$ cat config.mk
export PLATFORM = sky130hd
export DESIGN_NAME = txfifo_autostart
export DESIGN_NICKNAME = d
export VERILOG_FILES = /design/src/rtl/txf_pkg.sv /design/src/rtl/txf_store.sv /design/src/rtl/txf_regs.sv /design/src/rtl/txf_txctl.sv /design/src/rtl/txfifo_autostart.sv
export SDC_FILE = /design/constraint.sdc
export NUM_CORES = 1
export LEC_CHECK = 0
export ABC_AREA = 1
export BUFFER_PORTS_ARGS = -buffer_cell sky130_fd_sc_hd__buf_4
export CELL_PAD_IN_SITES_DETAIL_PLACEMENT = 0
export CELL_PAD_IN_SITES_GLOBAL_PLACEMENT = 1
export CORE_MARGIN = 4
export CORE_UTILIZATION = 49
export CTS_BUF_LIST = sky130_fd_sc_hd__clkbuf_8
export DETAILED_ROUTE_END_ITERATION = 7
export PLACE_DENSITY_LB_ADDON = 0.1
export SLEW_MARGIN = 0
export SYNTH_ARGS = -nofsm -noshare
export SYNTH_HDL_FRONTEND = slang
export SYNTH_HIERARCHICAL = 1
export SYNTH_SLANG_ARGS = --single-unit
$ cat constraint.sdc
create_clock -name clk -period 2.36 [get_ports clk]
set_input_delay 0.59 -clock clk [delete_from_list [all_inputs] [get_ports clk]]
set_output_delay 0.59 -clock clk [all_outputs]
set_load 0.03 [all_outputs]
$ cat src/rtl/txf_pkg.sv
package txf_pkg;
  typedef enum logic [1:0] {TX_IDLE, TX_ARMED, TX_SEND} txf_state_e;
  localparam logic [4:0] A_STATUS = 5'h1C;
  localparam logic [4:0] A_LEN_HI = 5'h1D;
  localparam logic [4:0] A_LEN_LO = 5'h1E;
  localparam logic [4:0] A_DATA   = 5'h1F;
endpackage

$ cat src/rtl/txf_store.sv
module txf_store #(
  parameter int DEPTH = 12,
  parameter int W     = 8,
  parameter int CW    = $clog2(DEPTH + 1)
) (
  input  logic          clk,
  input  logic          rst_n,
  input  logic          clr,
  input  logic          push,
  input  logic [W-1:0]  wdata,
  input  logic          pop,
  output logic [W-1:0]  head,
  output logic [CW-1:0] occ,
  output logic          ovf_evt
);
  localparam int PW = (DEPTH > 1) ? $clog2(DEPTH) : 1;

  logic [W-1:0]  mem [DEPTH];
  logic [PW-1:0] wp, rp, wp_n, rp_n;
  logic [CW-1:0] occ_n;
  logic          push_ok, pop_ok;

  always_comb begin
    push_ok = push && (occ != CW'(DEPTH));
    pop_ok  = pop && (occ != '0);
    ovf_evt = push && (occ == CW'(DEPTH));
    wp_n    = wp;
    rp_n    = rp;
    occ_n   = occ;
    if (push_ok) wp_n = (wp == PW'(DEPTH - 1)) ? '0 : wp + 1'b1;
    if (pop_ok)  rp_n = (rp == PW'(DEPTH - 1)) ? '0 : rp + 1'b1;
    if (push_ok && !pop_ok)      occ_n = occ + 1'b1;
    else if (pop_ok && !push_ok) occ_n = occ - 1'b1;
    if (clr) begin
      wp_n  = '0;
      rp_n  = '0;
      occ_n = '0;
    end
  end

  always_ff @(posedge clk or negedge rst_n) begin
    if (!rst_n) begin
      wp  <= '0;
      rp  <= '0;
      occ <= '0;
    end else begin
      wp  <= wp_n;
      rp  <= rp_n;
      occ <= occ_n;
    end
  end

  always_ff @(posedge clk) begin
    if (push_ok && !clr) mem[wp] <= wdata;
  end

  assign head = mem[rp];
endmodule

$ cat src/rtl/txf_regs.sv
module txf_regs
  import txf_pkg::*;
#(
  parameter int DEPTH = 12,
  parameter int CW    = $clog2(DEPTH + 1)
) (
  input  logic          clk,
  input  logic          rst_n,
  input  logic          clr,
  input  logic          wr,
  input  logic [4:0]    addr,
  input  logic [7:0]    wdata,
  input  logic [CW-1:0] occ,
  input  logic          ovf_evt,
  output logic [7:0]    len_hi,
  output logic [7:0]    len_lo,
  output logic          ovf,
  output logic [7:0]    rdata
);
  logic [7:0] len_hi_n, len_lo_n;
  logic       ovf_n, empty;
  logic [3:0] field;

  always_comb begin
    len_hi_n = len_hi;
    len_lo_n = len_lo;
    ovf_n    = ovf || ovf_evt;
    if (wr && addr == A_LEN_HI) len_hi_n = wdata;
    if (wr && addr == A_LEN_LO) len_lo_n = wdata;
    if (clr) begin
      len_hi_n = '0;
      len_lo_n = '0;
      ovf_n    = 1'b0;
    end
  end

  always_ff @(posedge clk or negedge rst_n) begin
    if (!rst_n) begin
      len_hi <= '0;
      len_lo <= '0;
      ovf    <= 1'b0;
    end else begin
      len_hi <= len_hi_n;
      len_lo <= len_lo_n;
      ovf    <= ovf_n;
    end
  end

  always_comb begin
    empty = (occ == '0);
    field = empty ? 4'd0 : 4'(occ - 1'b1);
    case (addr)
      A_STATUS: rdata = {ovf, empty, 2'b00, field};
      A_LEN_HI: rdata = len_hi;
      A_LEN_LO: rdata = len_lo;
      default:  rdata = 8'h00;
    endcase
  end
endmodule

$ cat src/rtl/txf_txctl.sv
module txf_txctl
  import txf_pkg::*;
#(
  parameter int LENW = 12
) (
  input  logic       clk,
  input  logic       rst_n,
  input  logic       clr,
  input  logic       arm,
  input  logic [7:0] lo_wdata,
  input  logic [7:0] len_hi,
  input  logic       occ_nz,
  input  logic       tx_ready,
  output logic       tx_start,
  output logic       tx_valid,
  output logic [3:0] tx_bits,
  output logic       pop,
  output logic       tx_done
);
  localparam int RW = LENW + 1;

  txf_state_e    st, st_n;
  logic [RW-1:0] rem, rem_n, total;
  logic          brk, brk_n, start_n, done_n;
  logic [2:0]    nb, nb_n;

  assign total    = {1'b0, len_hi, lo_wdata[7:4]} + RW'(lo_wdata[0]);
  assign tx_valid = (st == TX_SEND) && occ_nz;
  assign pop      = tx_valid && tx_ready;
  assign tx_bits  = (brk && rem == RW'(1)) ? {1'b0, nb} : 4'd8;

  always_comb begin
    st_n    = st;
    rem_n   = rem;
    brk_n   = brk;
    nb_n    = nb;
    start_n = 1'b0;
    done_n  = 1'b0;
    if (clr) begin
      st_n  = TX_IDLE;
      rem_n = '0;
    end else if (st != TX_SEND) begin
      if (arm) begin
        st_n  = (total != '0) ? TX_ARMED : TX_IDLE;
        rem_n = total;
        brk_n = lo_wdata[0];
        nb_n  = lo_wdata[3:1];
      end else if (st == TX_ARMED && occ_nz) begin
        st_n    = TX_SEND;
        start_n = 1'b1;
      end
    end else if (pop) begin
      rem_n = rem - 1'b1;
      if (rem == RW'(1)) begin
        st_n   = TX_IDLE;
        done_n = 1'b1;
      end
    end
  end

  always_ff @(posedge clk or negedge rst_n) begin
    if (!rst_n) begin
      st       <= TX_IDLE;
      rem      <= '0;
      brk      <= 1'b0;
      nb       <= '0;
      tx_start <= 1'b0;
      tx_done  <= 1'b0;
    end else begin
      st       <= st_n;
      rem      <= rem_n;
      brk      <= brk_n;
      nb       <= nb_n;
      tx_start <= start_n;
      tx_done  <= done_n;
    end
  end
endmodule

$ cat src/rtl/txfifo_autostart.sv
module txfifo_autostart
  import txf_pkg::*;
#(
  parameter int DEPTH = 12,
  parameter int LENW  = 12,
  localparam int CW   = $clog2(DEPTH + 1)
) (
  input  logic       clk,
  input  logic       rst_n,
  input  logic       fifo_clr,
  input  logic       host_wr,
  input  logic [4:0] host_addr,
  input  logic [7:0] host_wdata,
  output logic [7:0] host_rdata,
  output logic       tx_start,
  output logic       tx_valid,
  output logic [7:0] tx_data,
  output logic [3:0] tx_bits,
  input  logic       tx_ready,
  output logic       tx_done
);
  logic [CW-1:0] occ;
  logic          ovf, ovf_evt, pop, push, arm;
  logic [7:0]    len_hi, len_lo;

  assign push = host_wr && host_addr == A_DATA;
  assign arm  = host_wr && host_addr == A_LEN_LO;

  txf_store #(.DEPTH(DEPTH), .W(8), .CW(CW)) u_store (
    .clk(clk), .rst_n(rst_n), .clr(fifo_clr), .push(push), .wdata(host_wdata),
    .pop(pop), .head(tx_data), .occ(occ), .ovf_evt(ovf_evt)
  );

  txf_regs #(.DEPTH(DEPTH), .CW(CW)) u_regs (
    .clk(clk), .rst_n(rst_n), .clr(fifo_clr), .wr(host_wr), .addr(host_addr),
    .wdata(host_wdata), .occ(occ), .ovf_evt(ovf_evt), .len_hi(len_hi),
    .len_lo(len_lo), .ovf(ovf), .rdata(host_rdata)
  );

  txf_txctl #(.LENW(LENW)) u_txctl (
    .clk(clk), .rst_n(rst_n), .clr(fifo_clr), .arm(arm), .lo_wdata(host_wdata),
    .len_hi(len_hi), .occ_nz(occ != '0), .tx_ready(tx_ready), .tx_start(tx_start),
    .tx_valid(tx_valid), .tx_bits(tx_bits), .pop(pop), .tx_done(tx_done)
  );
endmodule

==> key figures <==
CTS
  – Clock buffer depth: 2
  – CTS tree: yes
  – Clk Latency, worst-skew pair: between 0.4 and 0.5 ns
  – Clock sinks: roughly 150
  – Root buffer cell: clkbuf_8
  – H-tree Lvls: 4
  – Clock-pin slew on the worst setup and hold paths: about 0.080 ns
  – Num CTS Buffers: 17
  – Hold_buf cts: 0

Routing
  – Overall via count from detail_route: roughly 6000
  – Initial DRC count: about 480
  – DRT Pass-1 Iters: 5
  – Drt drc: 0
  – Routed length per placed instance: roughly 17 microns
  – Antenna-violating nets left: 0
  – Vias per cell: ~5.4
  – Final wirelength: around 19000 microns

Die
  – Initial Util: 0.505
  – Die Span X: between 100 and 150 microns
  – Die height: 131 microns
  – Core area: 14700 sq um
  – I/O Pins: between 40 and 50
  – Rows: 44
  – DIE AREA: approximately 17000 sq um

Setup path
  – Critical path class: reg2out
  – CP Max Fanout: 28
  – Reg2reg start: u_txctl/rem[5]$_DFFE_PN0P_
  – Startpoint Class: flip-flop
  – Crit end category: output port
  – CP required: 1.77 ns
  – Critical path startpoint: u_store/rp[0]$_DFFE_PN0P_
  – CP arrival: 1.88 ns

STA
  – Count of final max-slew check failures: 0
  – Final setup margin: -0.113 ns
  – Setup violations, final: 11
  – Fin Clk Skew: around 0.01 ns
  – Tcrit/Tclk final: 1.05
  – Worst-margin pin slew: ~0.7 ns
  – Rel. slew slack: 0.541
  – Fmax: approximately 0.40 GHz
  – Minimum clock period: 2.47 ns
  – Unrepaired setup endpoints after global routing: true
  – Fin. Hold Viols: 0

Cells and area
  – Register area: 4140 sq um
  – Area delta synth->final: 21.1%
  – Antenna diodes: 0
  – Post-route insts no fill: between 1000 and 1500
  – Area of the multi-input gates: ~3000 sq um
  – # nets final: ~950
  – Layout filler cell count: about 1200
  – Share of post-route cells with drive strength above 1: 0.241

Synthesis
  – Simple-Gate Fraction of Synth Area: 0.247
  – EDFF count, synth: 96
  – Synthesized flop and latch total: approximately 150
  – Adder-Cell Fraction of Synth Area: 0.0246
  – Synth top cells by count: 184 x nand2_1, 106 x nor2_1, 96 x edfxtp_1
  – Sequential element share of the synthesized area: 0.557
  – XOR/XNOR Fraction of Synth Area: 0.0118
  – Post-Syn Area: 7430 sq um
  – Syn Area/Cell: 9.10 sq um
  – Syn nets: about 850
  – Predominant post-synthesis flop cell: edfxtp_1
  – Synth Warn #: 6
  – Top cell type's share of synthesized area: 0.388
  – Main combinational cell family by area after synthesis: simple AND/OR/NAND/NOR gates
  – Largest area contributor in the netlist: edfxtp_1
  – Count leader, synth: nand2_1
  – Mapped Cells: slightly above 800
  – Compound-cell area share of the yosys netlist: 0.0923
  – Synth top area cells: edfxtp_1 39%, dfrtp_1 17%, nand2_1 9.3%
  – Ys async rst share: 0.342
  – Portion of netlist area occupied by mux cells: 0.00152
  – Unique masters post-synth: 39

Place
  – I/O Buffers: 40
  – Final GP Congestion: 0.875
  – Dpl ws: roughly 0.026 ns
  – Hpwl dp: between 10000 and 15000 microns
  – Total placed cells including tap cells: 1057

Status
  – Failing checks: negative setup slack
  – Run status: finished with violations

Global route
  – Vias in the first global route: 5927
  – Initial antenna violation count: 0
  – First-pass GRT wire length: approximately 31000 microns
  – Pin count of the biggest net entering global routing: 51
  – Gr usage total: 0.227
  – Gr ovfl total: 0

Power and ir drop
  – Pwr Density: a little under 600 nW/um^2
  – P_leak: 3.90 nW
  – Post-layout power: 5.22 mW
  – Peak supply drop: approximately 330 uV

Hold path
  – Hold Crit Class: in2async

Job
  – MaxCap Viol Count: 0
## worst max-delay path, stage by stage, from the launching register on
cell and delay, ns:
dfrtp_2 0.47, buf_12 0.18, o21ai_0 0.23, o22ai_2 0.12
nand2_1 0.08, nand2_1 0.07, nand2_1 0.08, nand2_2 0.06
buf_6 0.14
## layer usage
metal	wire length, microns	vias up	track usage
met1	8250	2945	0.290
met4	312	0	0.0659
met2	9830	147	0.396
met3	680	31	0.0432
li1	-	2923	-
met5	0	-	0
## state kept, by name, summed over array words and instances, names as in the netlist
name	count
u_store/mem	96
u_regs/ovf	1
u_txctl/st	2
u_txctl/tx_start	1
u_txctl/tx_done	1
u_store/occ	4
u_regs/len_hi	8
u_txctl/brk	1
u_regs/len_lo	8
u_store/rp	4
u_txctl/rem	13
u_store/wp	4
u_txctl/nb	3
## cell type report
| cell class | count | area share |
|---|---|---|
| Inverter | 92 | 0.0395 |
| Tap cell | 184 | 0.0256 |
| Clock buffer | 17 | 0.0260 |
| Multi-Input combinational cell | 555 | 0.332 |
| Sequential cell | 146 | 0.460 |
| Clock inverter | 15 | 0.0185 |
| Timing Repair Buffer | 101 | 0.0986 |
## power breakdown
part	switching, mW	internal [mW]	total, mW
clock	0.969	1.03	2.00
combinational	0.285	0.155	0.440
sequential	0.0195	2.76	2.78
total	1.27	3.95	5.22
## stage by stage
| step | instance area, sq um | utilization | setup TNS (ns) | hold slack, ns |
|---|---|---|---|---|
| detailed placement | 8130 | 0.553 | 0 | 0.487 |
| global route | 9000 | 0.612 | -1.99 | 0.209 |
| finish | 9000 | 0.612 | -0.620 | 0.179 |
| CTS | 8800 | 0.599 | -1.02 | 0.183 |
| global placement | 8130 | 0.553 | 0 | 0.476 |
| floorplan | 7430 | - | 0 | 0.294 |
## placed cells by master, fill, tap and decap left out, drive strengths merged
cell | netlist | routed
a21o | 1 | 1
o21ai | 75 | 75
nor2 | 117 | 117
dfrtp | 50 | 50
nand3b | 2 | 2
edfxtp | 96 | 96
nand4 | 6 | 6
ha | 13 | 13
buf | 16 | 101
nor3 | 14 | 14
xor2 | 6 | 6
o211ai | 4 | 4
inv | 91 | 92
bufinv | 0 | 3
a21oi | 10 | 10
xnor2 | 4 | 4
clkinv | 1 | 11
nand2 | 195 | 195
o22ai | 26 | 26
clkbuf | 7 | 17
mux2 | 1 | 1
nand3 | 78 | 78
clkinvlp | 0 | 1
fa | 1 | 1
or2 | 1 | 1
a22oi | 1 | 1
## cell families (layout without fill, tap and decap cells)
kind of cell | count (synthesis) | count (layout)
adder cells (fa/ha/maj) | 14 | 14
AO/OA/AOI/OAI | 117 | 117
XOR/XNOR | 10 | 10
flip-flops | 146 | 146
multiplexers | 1 | 1
buffers and inverters | 115 | 225
AND/OR/NAND/NOR | 413 | 413
## worst paths after layout
check | endpoint | slack (ns) | depth (start not counted)
max | tx_data[3] | -0.11 | 8
min | u_regs/ovf$_DFF_PN0_ | 0.18 | 1
max reg2reg | u_txctl/st[0]$_DFFE_PN0P_ | 0.10 | 15
min reg2reg | u_txctl/rem[12]$_DFFE_PN0P_ | 0.51 | 2
max in group asynchronous | u_store/occ[1]$_DFFE_PN0P_ | 1.69 | 1
min in group clk | u_store/mem[8][3]$_DFFE_PP_ | 0.46 | 1
## what timing repair did
item | in CTS | in global routing
pin swaps | 13 | 27
setup endpoints to repair | 18 | 21
cloned | 1 | 0
resized for setup | 37 | 68
setup buffers | 18 | 6
(Power assumes the default switching activity.)
